[config.mk]
export PLATFORM = sky130hd
export DESIGN_NAME = ddr_cmd_decoder
export DESIGN_NICKNAME = d
export VERILOG_FILES = /design/src/rtl/ddr_cmd_pkg.sv /design/src/rtl/ddr_cmd_control.sv /design/src/rtl/ddr_cmd_datapath.sv /design/src/rtl/ddr_cmd_decoder.sv
export SDC_FILE = /design/constraint.sdc
export NUM_CORES = 1
export LEC_CHECK = 0
export ABC_AREA = 1
export BUFFER_PORTS_ARGS = -buffer_cell sky130_fd_sc_hd__buf_2
export CORE_MARGIN = 4
export CORE_UTILIZATION = 25
export CTS_CLUSTER_DIAMETER = 150
export DETAILED_ROUTE_END_ITERATION = 8
export MAX_ROUTING_LAYER = met4
export RECOVER_POWER = 50
export SLEW_MARGIN = 20
export SYNTH_ARGS = -nofsm -noshare
export SYNTH_HDL_FRONTEND = slang
export SYNTH_SLANG_ARGS = --single-unit
[constraint.sdc]
create_clock -name clk -period 1.9 [get_ports clk]
set_clock_uncertainty 0.05 [all_clocks]
set_input_delay 0.38 -clock clk [delete_from_list [all_inputs] [get_ports clk]]
set_output_delay 0.38 -clock clk [all_outputs]
set_load 0.02 [all_outputs]
[src/rtl/ddr_cmd_pkg.sv]
package ddr_cmd_pkg;
  localparam int NCMD  = 13;
  localparam int NBANK = 4;

  typedef enum logic [3:0] {
    C_NOP  = 4'd0,
    C_MRS  = 4'd1,
    C_EMRS = 4'd2,
    C_REF  = 4'd3,
    C_SRE  = 4'd4,
    C_SRX  = 4'd5,
    C_PDE  = 4'd6,
    C_PDX  = 4'd7,
    C_ACT  = 4'd8,
    C_RD   = 4'd9,
    C_WR   = 4'd10,
    C_BST  = 4'd11,
    C_PRE  = 4'd12
  } cmd_e;

  typedef struct packed {
    logic srActive;
    logic illegal;
  } ctrl_strobe_t;
endpackage

[src/rtl/ddr_cmd_control.sv]
module ddr_cmd_control
  import ddr_cmd_pkg::*;
#(
  parameter int LOCK_CYCLES = 2,
  parameter int AP_DELAY    = 4
) (
  input  logic                     clk,
  input  logic                     rstN,
  input  cmd_e                     cmdNow,
  input  logic [$clog2(NBANK)-1:0] bankIdx,
  input  logic                     allSel,
  input  logic                     apReq,
  output ctrl_strobe_t             strobes
);
  localparam int LW = $clog2(LOCK_CYCLES + 1);
  localparam int AW = $clog2(AP_DELAY + 1);

  logic [LW-1:0]    lockCnt;
  logic [NBANK-1:0] openBanks;
  logic             srActive;
  logic             isMrs, isRefLike, lockHit, bankHit;

  assign isMrs     = (cmdNow == C_MRS) || (cmdNow == C_EMRS);
  assign isRefLike = (cmdNow == C_REF) || (cmdNow == C_SRE);
  assign bankHit   = |openBanks;
  assign lockHit   = (lockCnt != '0) && (cmdNow != C_NOP);

  assign strobes.srActive = srActive;
  assign strobes.illegal  = ((isMrs || isRefLike) && bankHit) || lockHit;

  always_ff @(posedge clk) begin
    if (!rstN) begin
      lockCnt  <= '0;
      srActive <= 1'b0;
    end else begin
      if (isMrs)               lockCnt <= LW'(LOCK_CYCLES - 1);
      else if (lockCnt != '0)  lockCnt <= lockCnt - 1'b1;
      if (cmdNow == C_SRE)      srActive <= 1'b1;
      else if (cmdNow == C_SRX) srActive <= 1'b0;
    end
  end

  for (genvar b = 0; b < NBANK; b++) begin : g_bank
    logic [AW-1:0] apCnt;
    logic          sel, openNext;
    assign sel = (bankIdx == b[$clog2(NBANK)-1:0]);

    always_comb begin
      openNext = openBanks[b];
      if (apCnt == AW'(1))                          openNext = 1'b0;
      if (cmdNow == C_PRE && (allSel || sel))       openNext = 1'b0;
      if (cmdNow == C_ACT && sel)                   openNext = 1'b1;
    end

    always_ff @(posedge clk) begin
      if (!rstN) begin
        apCnt        <= '0;
        openBanks[b] <= 1'b0;
      end else begin
        openBanks[b] <= openNext;
        if ((cmdNow == C_RD || cmdNow == C_WR) && apReq && sel)
          apCnt <= AW'(AP_DELAY);
        else if (apCnt != '0)
          apCnt <= apCnt - 1'b1;
      end
    end
  end

  a_r7_sr_entry_sets_state: assert property (@(posedge clk) disable iff (!rstN)
    (cmdNow == C_SRE) |=> srActive);

  a_r12_act_opens_bank: assert property (@(posedge clk) disable iff (!rstN)
    (cmdNow == C_ACT) |=> openBanks[$past(bankIdx)]);

  a_r11_lock_after_mrs: assert property (@(posedge clk) disable iff (!rstN)
    isMrs |=> (lockCnt != '0) || (LOCK_CYCLES < 2));
endmodule

[src/rtl/ddr_cmd_datapath.sv]
module ddr_cmd_datapath
  import ddr_cmd_pkg::*;
#(
  parameter int LOCK_CYCLES = 2
) (
  input  logic                     clk,
  input  logic                     rstN,
  input  logic                     csN,
  input  logic                     rasN,
  input  logic                     casN,
  input  logic                     weN,
  input  logic                     cke,
  input  logic                     apBit,
  input  logic [1:0]               bankAddr,
  input  ctrl_strobe_t             strobes,
  output cmd_e                     cmdNow,
  output logic [$clog2(NBANK)-1:0] bankIdx,
  output logic                     allSel,
  output logic                     apReq,
  output logic [NCMD-1:0]          cmdOneHot,
  output logic [NBANK-1:0]         bankOneHot,
  output logic                     allBanks,
  output logic                     autoPre,
  output logic                     illegalCmd
);
  logic       ckePrev;
  logic [2:0] code;
  logic       usesBank;

  assign code    = {rasN, casN, weN};
  assign bankIdx = {bankAddr[0], bankAddr[1]};

  always_comb begin
    cmdNow = C_NOP;
    if (ckePrev && !cke)
      cmdNow = (!csN && code == 3'b001) ? C_SRE : C_PDE;
    else if (!ckePrev && cke)
      cmdNow = strobes.srActive ? C_SRX : C_PDX;
    else if (ckePrev && cke && !csN) begin
      unique case (code)
        3'b000:  cmdNow = bankAddr[0] ? C_EMRS : C_MRS;
        3'b001:  cmdNow = C_REF;
        3'b011:  cmdNow = C_ACT;
        3'b101:  cmdNow = C_RD;
        3'b100:  cmdNow = C_WR;
        3'b110:  cmdNow = C_BST;
        3'b010:  cmdNow = C_PRE;
        default: cmdNow = C_NOP;
      endcase
    end
  end

  assign allSel   = (cmdNow == C_PRE) && apBit;
  assign apReq    = ((cmdNow == C_RD) || (cmdNow == C_WR)) && apBit;
  assign usesBank = (cmdNow == C_ACT) || (cmdNow == C_RD) ||
                    (cmdNow == C_WR)  || (cmdNow == C_PRE);

  always_ff @(posedge clk) begin
    if (!rstN) begin
      ckePrev    <= 1'b1;
      cmdOneHot  <= NCMD'(1);
      bankOneHot <= '0;
      allBanks   <= 1'b0;
      autoPre    <= 1'b0;
      illegalCmd <= 1'b0;
    end else begin
      ckePrev    <= cke;
      cmdOneHot  <= NCMD'(1) << cmdNow;
      bankOneHot <= allSel ? '1 : (usesBank ? NBANK'(1) << bankIdx : '0);
      allBanks   <= allSel;
      autoPre    <= apReq;
      illegalCmd <= strobes.illegal;
    end
  end

  a_r3_single_command: assert property (@(posedge clk) disable iff (!rstN)
    $countones(cmdOneHot) == 1);

  a_r5_all_banks_is_precharge: assert property (@(posedge clk) disable iff (!rstN)
    allBanks |-> (cmdOneHot[C_PRE] && bankOneHot == '1));

  a_r6_autopre_rd_wr_only: assert property (@(posedge clk) disable iff (!rstN)
    autoPre |-> (cmdOneHot[C_RD] || cmdOneHot[C_WR]));

  if (LOCK_CYCLES >= 2) begin : g_lockchk
    a_r11_lockout_flagged: assert property (@(posedge clk) disable iff (!rstN)
      ($past(cmdOneHot[C_MRS] || cmdOneHot[C_EMRS]) && !cmdOneHot[C_NOP]) |-> illegalCmd);
  end
endmodule

[src/rtl/ddr_cmd_decoder.sv]
module ddr_cmd_decoder
  import ddr_cmd_pkg::*;
#(
  parameter int LOCK_CYCLES = 2,
  parameter int AP_DELAY    = 4
) (
  input  logic        clk,
  input  logic        rstN,
  input  logic        csN,
  input  logic        rasN,
  input  logic        casN,
  input  logic        weN,
  input  logic        cke,
  input  logic        apBit,
  input  logic [1:0]  bankAddr,
  output logic [12:0] cmdOneHot,
  output logic [3:0]  bankOneHot,
  output logic        allBanks,
  output logic        autoPre,
  output logic        illegalCmd
);
  ctrl_strobe_t             strobes;
  cmd_e                     cmdNow;
  logic [$clog2(NBANK)-1:0] bankIdx;
  logic                     allSel, apReq;

  ddr_cmd_datapath #(.LOCK_CYCLES(LOCK_CYCLES)) u_dp (
    .clk(clk), .rstN(rstN), .csN(csN), .rasN(rasN), .casN(casN), .weN(weN),
    .cke(cke), .apBit(apBit), .bankAddr(bankAddr), .strobes(strobes),
    .cmdNow(cmdNow), .bankIdx(bankIdx), .allSel(allSel), .apReq(apReq),
    .cmdOneHot(cmdOneHot), .bankOneHot(bankOneHot), .allBanks(allBanks),
    .autoPre(autoPre), .illegalCmd(illegalCmd)
  );

  ddr_cmd_control #(.LOCK_CYCLES(LOCK_CYCLES), .AP_DELAY(AP_DELAY)) u_ctl (
    .clk(clk), .rstN(rstN), .cmdNow(cmdNow), .bankIdx(bankIdx),
    .allSel(allSel), .apReq(apReq), .strobes(strobes)
  );
endmodule

; Word-level counts from Yosys, hierarchy flattened
; Cells that the tools add are included.
[word_totals]
ff_bits = 40
in_bits = 10
[op_classes]
n_addsub = 5
eq_ne = 22
shifts = 2
n_mux = 33
n_bitwise = 1
reduce_logical = 61
[ops]
columns = operator, count
row1 = 4-bit case mux with 7 select lines, 1
row2 = 3-bit two-way mux, 8
row3 = 3-bit nonzero test, 8
row4 = 1-bit logical AND, 22
row5 = 4-bit two-way mux, 5
row6 = "4-bit == test, second input constant", 4
row7 = 1-bit two-way mux, 16
row8 = "3-bit by 1-bit == test with 1-bit output, second input constant", 5
row9 = 2-bit nonzero test, 7
row10 = "1-bit by 4-bit left shift with 13-bit output, first input constant", 1
row11 = 1-bit logical OR, 12
row12 = "3-bit by 1-bit subtractor with 3-bit output, second input constant", 4
row13 = 2-bit OR reduction, 5
row14 = "3-bit == test, second input constant", 3
row15 = "4-bit by 2-bit == test with 1-bit output, second input constant", 2
row16 = "4-bit by 3-bit == test with 1-bit output, second input constant", 2
row17 = "3-bit by 2-bit == test with 1-bit output, second input constant", 2
row18 = 2-bit two-way mux, 3
row19 = "2-bit == test, second input constant", 2
row20 = "4-bit by 1-bit == test with 1-bit output, second input constant", 1
row21 = 4-bit nonzero test, 1
row22 = 4-bit OR reduction, 1
row23 = "1-bit by 2-bit left shift with 4-bit output, first input constant", 1
row24 = 1-bit logical NOT, 3
row25 = other kinds (5), 5

; Longest topological paths before layout
[logic_depth]
depth_word = 11
depth_mapped = 12
depth_no_buf = 12

; By module
; A second synthesis with hierarchy kept.
[hier_totals]
cells_unflattened = 289
hier_area_um2 = 2087.0
[by_module_without_submodules]
columns = mod, n_inst, cells_each, area_per_inst_um2, seq_area_each_um2
row1 = ddr_cmd_control, 1, 171, 1204.9, 380.4
row2 = ddr_cmd_datapath, 1, 118, 882.1, 420.4

; Worst setup path after synthesis
; Ideal clock, no wire load.
[synth_path]
path_type = input -> register
from = input port csN
to = register u_dp.bankOneHot[0]
setup_ps = 121
arrival_time_ps = 1248
required_time_ps = 1729
slack_ps = 482
cell_stages = 8
path_cell_list = nor2_1 nand2_1 nand2_1 nand2_2 nand2_4 clkinv_1 a31oi_2 nor2_1
[synth_via]
elab_chain_cells = 11
elab_cells_between_ends = 17
[synth_lines]
columns = element, line
row1 = start: declaration, ddr_cmd_decoder.sv:9  ; input logic csN,
row2 = 1-bit logical NOT (*), "ddr_cmd_datapath.sv:36, ddr_cmd_datapath.sv:39"
row3 = 1-bit logical AND, ddr_cmd_datapath.sv:39  ; else if (ckePrev && cke && !csN) begin
row4 = 4-bit two-way mux, ddr_cmd_datapath.sv:39
row5 = 4-bit two-way mux, ddr_cmd_datapath.sv:37  ; else if (!ckePrev && cke)
row6 = 4-bit two-way mux (*), ddr_cmd_datapath.sv:35  ; if (ckePrev && !cke)
row7 = 4-bit == test, ddr_cmd_datapath.sv:55  ; assign usesBank = (cmdNow == C_ACT) || (cmdNow == C_RD) ||
row8 = 1-bit logical OR (2 in a row), ddr_cmd_datapath.sv:55
row9 = 1-bit logical OR, ddr_cmd_datapath.sv:56  ; (cmdNow == C_WR) || (cmdNow == C_PRE);
row10 = 4-bit two-way mux, ddr_cmd_datapath.sv:69  ; bankOneHot <= allSel ? '1 : (usesBank ? NBANK'(1) << bankIdx : '0);
row11 = 4-bit two-way mux (*), ddr_cmd_datapath.sv:69
row12 = end signal: assignment, ddr_cmd_datapath.sv:69
row13 = end: declaration, ddr_cmd_datapath.sv:21  ; output logic [NBANK-1:0] bankOneHot,
; Mark *: on every way between the ends. The rest lies on a longest branch, timed or not.
; A chain may end at the register's enable or synchronous reset.

; Worst setup path after layout
[layout_path]
from = register u_dp.ckePrev
to = register u_ctl.g_bank[3].apCnt[1]
[layout_via]
elab_chain_cells = 11
elab_cells_between_ends = 15
[layout_lines]
columns = element, line
row1 = start: declaration, ddr_cmd_datapath.sv:26  ; logic ckePrev;
row2 = start signal: assignment, ddr_cmd_datapath.sv:67  ; ckePrev <= cke;
row3 = 1-bit logical AND (2 in a row), ddr_cmd_datapath.sv:39
row4 = 4-bit two-way mux, ddr_cmd_datapath.sv:39
row5 = 4-bit two-way mux, ddr_cmd_datapath.sv:37
row6 = 4-bit two-way mux (*), ddr_cmd_datapath.sv:35
row7 = 4-bit == test, "ddr_cmd_control.sv:61, ddr_cmd_datapath.sv:54"
row8 = 1-bit logical OR (*), "ddr_cmd_control.sv:61, ddr_cmd_datapath.sv:54"
row9 = 1-bit logical AND, ddr_cmd_datapath.sv:54  ; assign apReq = ((cmdNow == C_RD) || (cmdNow == C_WR)) && apBit;
row10 = 1-bit logical AND (*) (2 in a row), ddr_cmd_control.sv:61  ; if ((cmdNow == C_RD || cmdNow == C_WR) && apReq && sel)
row11 = 2-bit OR reduction (no source line) (*), n/a
row12 = end signal: assignment, ddr_cmd_control.sv:62  ; apCnt <= AW'(AP_DELAY);
row13 = end signal: assignment, ddr_cmd_control.sv:64  ; apCnt <= apCnt - 1'b1;
row14 = end: declaration, ddr_cmd_control.sv:44  ; logic [AW-1:0] apCnt;
; Marks and branches as above.

==> impl_metrics.ini <==
[global_route]
grtUsageTotal = 0.09611
antenna_found_initial = 0
grt_max_degree = 20
grt_pass1_wl_um = 6527
overflow = 0
first_global_vias = 1498
grt_busiest_layer = met2
use_met2 = 0.1732
gr-usage-met3 = 0.03078
grtUsageMet1 = 0.09838

[yosys]
yosysTopAreaCellShare = 0.4188
synthMuxAreaShare = 0
synth_compound_gate_area_share = 0.06937
syn-mean-instance-area_um2 = 7.617
ys_warn_count = 0
synth_simple_gate_area_frac = 0.3076
synth_edf_count = 0
ys_seq_area_frac = 0.4188
async_flop_share = 0
synth_cell_types = 23
synth_most_common_cell = nand2_1
synth_area_um2 = 1912
synthXorXnorAreaFrac = 0.03207
ys_top_cells_by_area = dfxtp_1 42%, nand2_1 10%, ha_1 8.5%
synthCells = 251
synth_top_cell_by_area = dfxtp_1
synth_top_family_by_area = simple AND/OR/NAND/NOR gates
synthAdderAreaFrac = 0.08508
synthTopCellsByCount = 53 x nand2_1, 40 x dfxtp_1, 37 x inv_1
synth_top_flop_cell = dfxtp_1
synth_nets = 274
ys_ff_latch = 40

[clocking]
ctsResizeCount = 0
postCtsSetupRepairBufs = 0
cts.path.max_buffers = 2
path_clk_slew_ps = 80
cts.sinks = 40
h-tree-depth = 2
cts_made_buffers = 5
holdBufCountCts = 0
clockRootBuffer = clkbuf_8
clk_latency_ps = 290
cts_tree = built

[critical_path]
r2r-end = u_ctl.g_bank[3].apCnt[1]$_SDFFE_PP0P_
r2r_start = u_dp.ckePrev$_SDFF_PN1_
crit_top_cell = nor2_4
cp_max_fo = 5
end_kind = register
path_cells = nand2_1 > nor2_4 > nand2_2 > nor2_4 > nand2_4 > nor2_4 > nand4_1 > nand2_1 > nor2_1
rrSetupSlack_ps = 350
critPathMaxStageDelay_ps = 390
critical_path.endpoint = u_ctl.g_bank[3].apCnt[1]$_SDFFE_PP0P_
cp.required_ps = 2040
path_delay_family = simple AND/OR/NAND/NOR gates
r2r_cells = 9
crit_buf_inv = 0
crit_cells = 9
crit_path_start = u_dp.ckePrev$_SDFF_PN1_
criticalPathCategory = reg -> reg
worstPathArrival_ps = 1690
cp-start-kind = register
critical_path.slowest_cell = dfxtp_1

[die]
start_util = 0.2608
dieHeight_um = 95.45
fp.dieArea_um2 = 9111
rows = 31
io_pins = 30
coreArea_um2 = 7331
die_x_um = 95.45

[cells_and_area]
area_growth_pct = 18.59
seqCellArea_um2 = 800.8
fin_area_um2 = 2267
finalNonFillerCells = 386
multi_input_area_um2 = 942.2
nets = 309
fillCellCount = 813
fin_util = 0.3093
diodes = 0
drive_gt1_frac = 0.1289

[placement]
dpl_cell_area_um2 = 2180
dp_cells = 378
place_ws_ps = 158.1
portBuffers = 29
globalplace.congestion = 0.8180
hpwl_um = 3096

[power]
max-vdd-ir-drop_mv = 0.4279
static-leakage-power_nw = 1.048
p_per_area_nw_per_um2 = 1161

[routing]
dr.first_iter.drc_count = 82
remaining_drc_errors = 0
vias = 1623
drt-vias-per-instance = 4.205
wire_per_inst_um = 10.02
dr.pass1.iters = 4
routed_wl_um = 3867
final_antenna_net_count = 0

[min_path]
hold_path_class = in -> reg

[sta]
slew_viol_final = 0
fmax_mhz = 644.2
setup_tns_ps = 0
worstMarginPinSlew_ps = 470.6
finalCriticalPeriod_ps = 1552
min_period_over_period = 0.8170
rsz0062_at_grt = false
worst_slack_ps = 347.8
finalHoldViolCount = 0
maxSlewHeadroom = 0.6829
setup_viol = 0

[status]
status = finished, final reports clean

[job]
max-cap-violations = 0
## how the worst min path moves through the flow
stage | from | cells past startpoint | slack (ps) | endpoint
2_1_floorplan | u_ctl.openBanks[1]$_SDFFE_PN0P_ | 2 | 400 | u_ctl.openBanks[1]$_SDFFE_PN0P_
3_3_place_gp | u_ctl.openBanks[0]$_SDFFE_PN0P_ | 2 | 420 | u_ctl.openBanks[0]$_SDFFE_PN0P_
3_5_place_dp | u_ctl.openBanks[3]$_SDFFE_PN0P_ | 2 | 420 | u_ctl.openBanks[3]$_SDFFE_PN0P_
4_1_cts | cke | 3 | 320 | u_dp.ckePrev$_SDFF_PN1_
5_1_grt | cke | 3 | 320 | u_dp.ckePrev$_SDFF_PN1_
6_report | cke | 3 | 310 | u_dp.ckePrev$_SDFF_PN1_
## stage by stage
step	hold WS, ps	power, mW
final	308.4	2.632
after global placement	416.5	1.933
after detailed placement	421.6	1.955
after CTS	315.1	2.671
after global routing	317.9	2.858
after floorplan	399.5	1.782
## cell type report
class                      instances  share of cell area
clock buffer                       5             0.03035
clock inverter                     3             0.02042
inverter                          42             0.06954
multi-input combinational        167              0.4156
sequential                        40              0.3532
tap                               99             0.05464
timing repair buffer              30             0.05629
## power breakdown
group          switching (mW)  leakage (nW)  total (mW)  internal [mW]
combinational           0.534         0.666       0.870          0.336
sequential             0.0668         0.327        1.06          0.991
clock                   0.308        0.0548       0.703          0.395
## sequential cells by signal, indices dropped and copies added, names as in the netlist
name / flops
u_ctl.openBanks: 4
u_dp.cmdOneHot: 13
u_ctl.g_bank.apCnt: 12
u_dp.allBanks: 1
u_ctl.srActive: 1
u_dp.bankOneHot: 4
u_dp.illegalCmd: 1
u_dp.autoPre: 1
u_dp.ckePrev: 1
u_ctl.lockCnt: 2
## placed cells by master (no fill, tap or decap), drive strengths merged
cell type  Yosys  final
nand4          9      9
nor2          41     41
inv           40     41
buf            2     10
clkinvlp       0      1
a21oi         10     10
clkinv         2      2
nand3         10     10
nand2         60     60
or4            1      1
nor3           1      1
a31oi          1      1
bufinv         0      1
ha            13     13
o21ai         14     14
dfxtp         40     40
xor2           7      7
clkbuf         0     25
## cell families after synthesis
kind of cell             Yosys count
AND/OR/NAND/NOR                  122
buffers and inverters             44
flip-flops                        40
AO/OA/AOI/OAI                     25
adder cells (fa/ha/maj)           13
XOR/XNOR                           7
## per-layer routing
layer	up-vias	routed length (um)
li1	844	-
met1	740	1569
met2	35	2035
met3	4	222
met4	0	40
met5	-	0
## worst register-to-register path, cell delays in order, from the launching register on
cell and delay [ps]:
dfxtp_1 390, nand2_1 130, nor2_4 140, nand2_2 80, nor2_4 140, nand2_4 80, nor2_4 130, nand4_1 140
nand2_1 110, nor2_1 40
No activity file was read; power rests on OpenSTA's default activity.
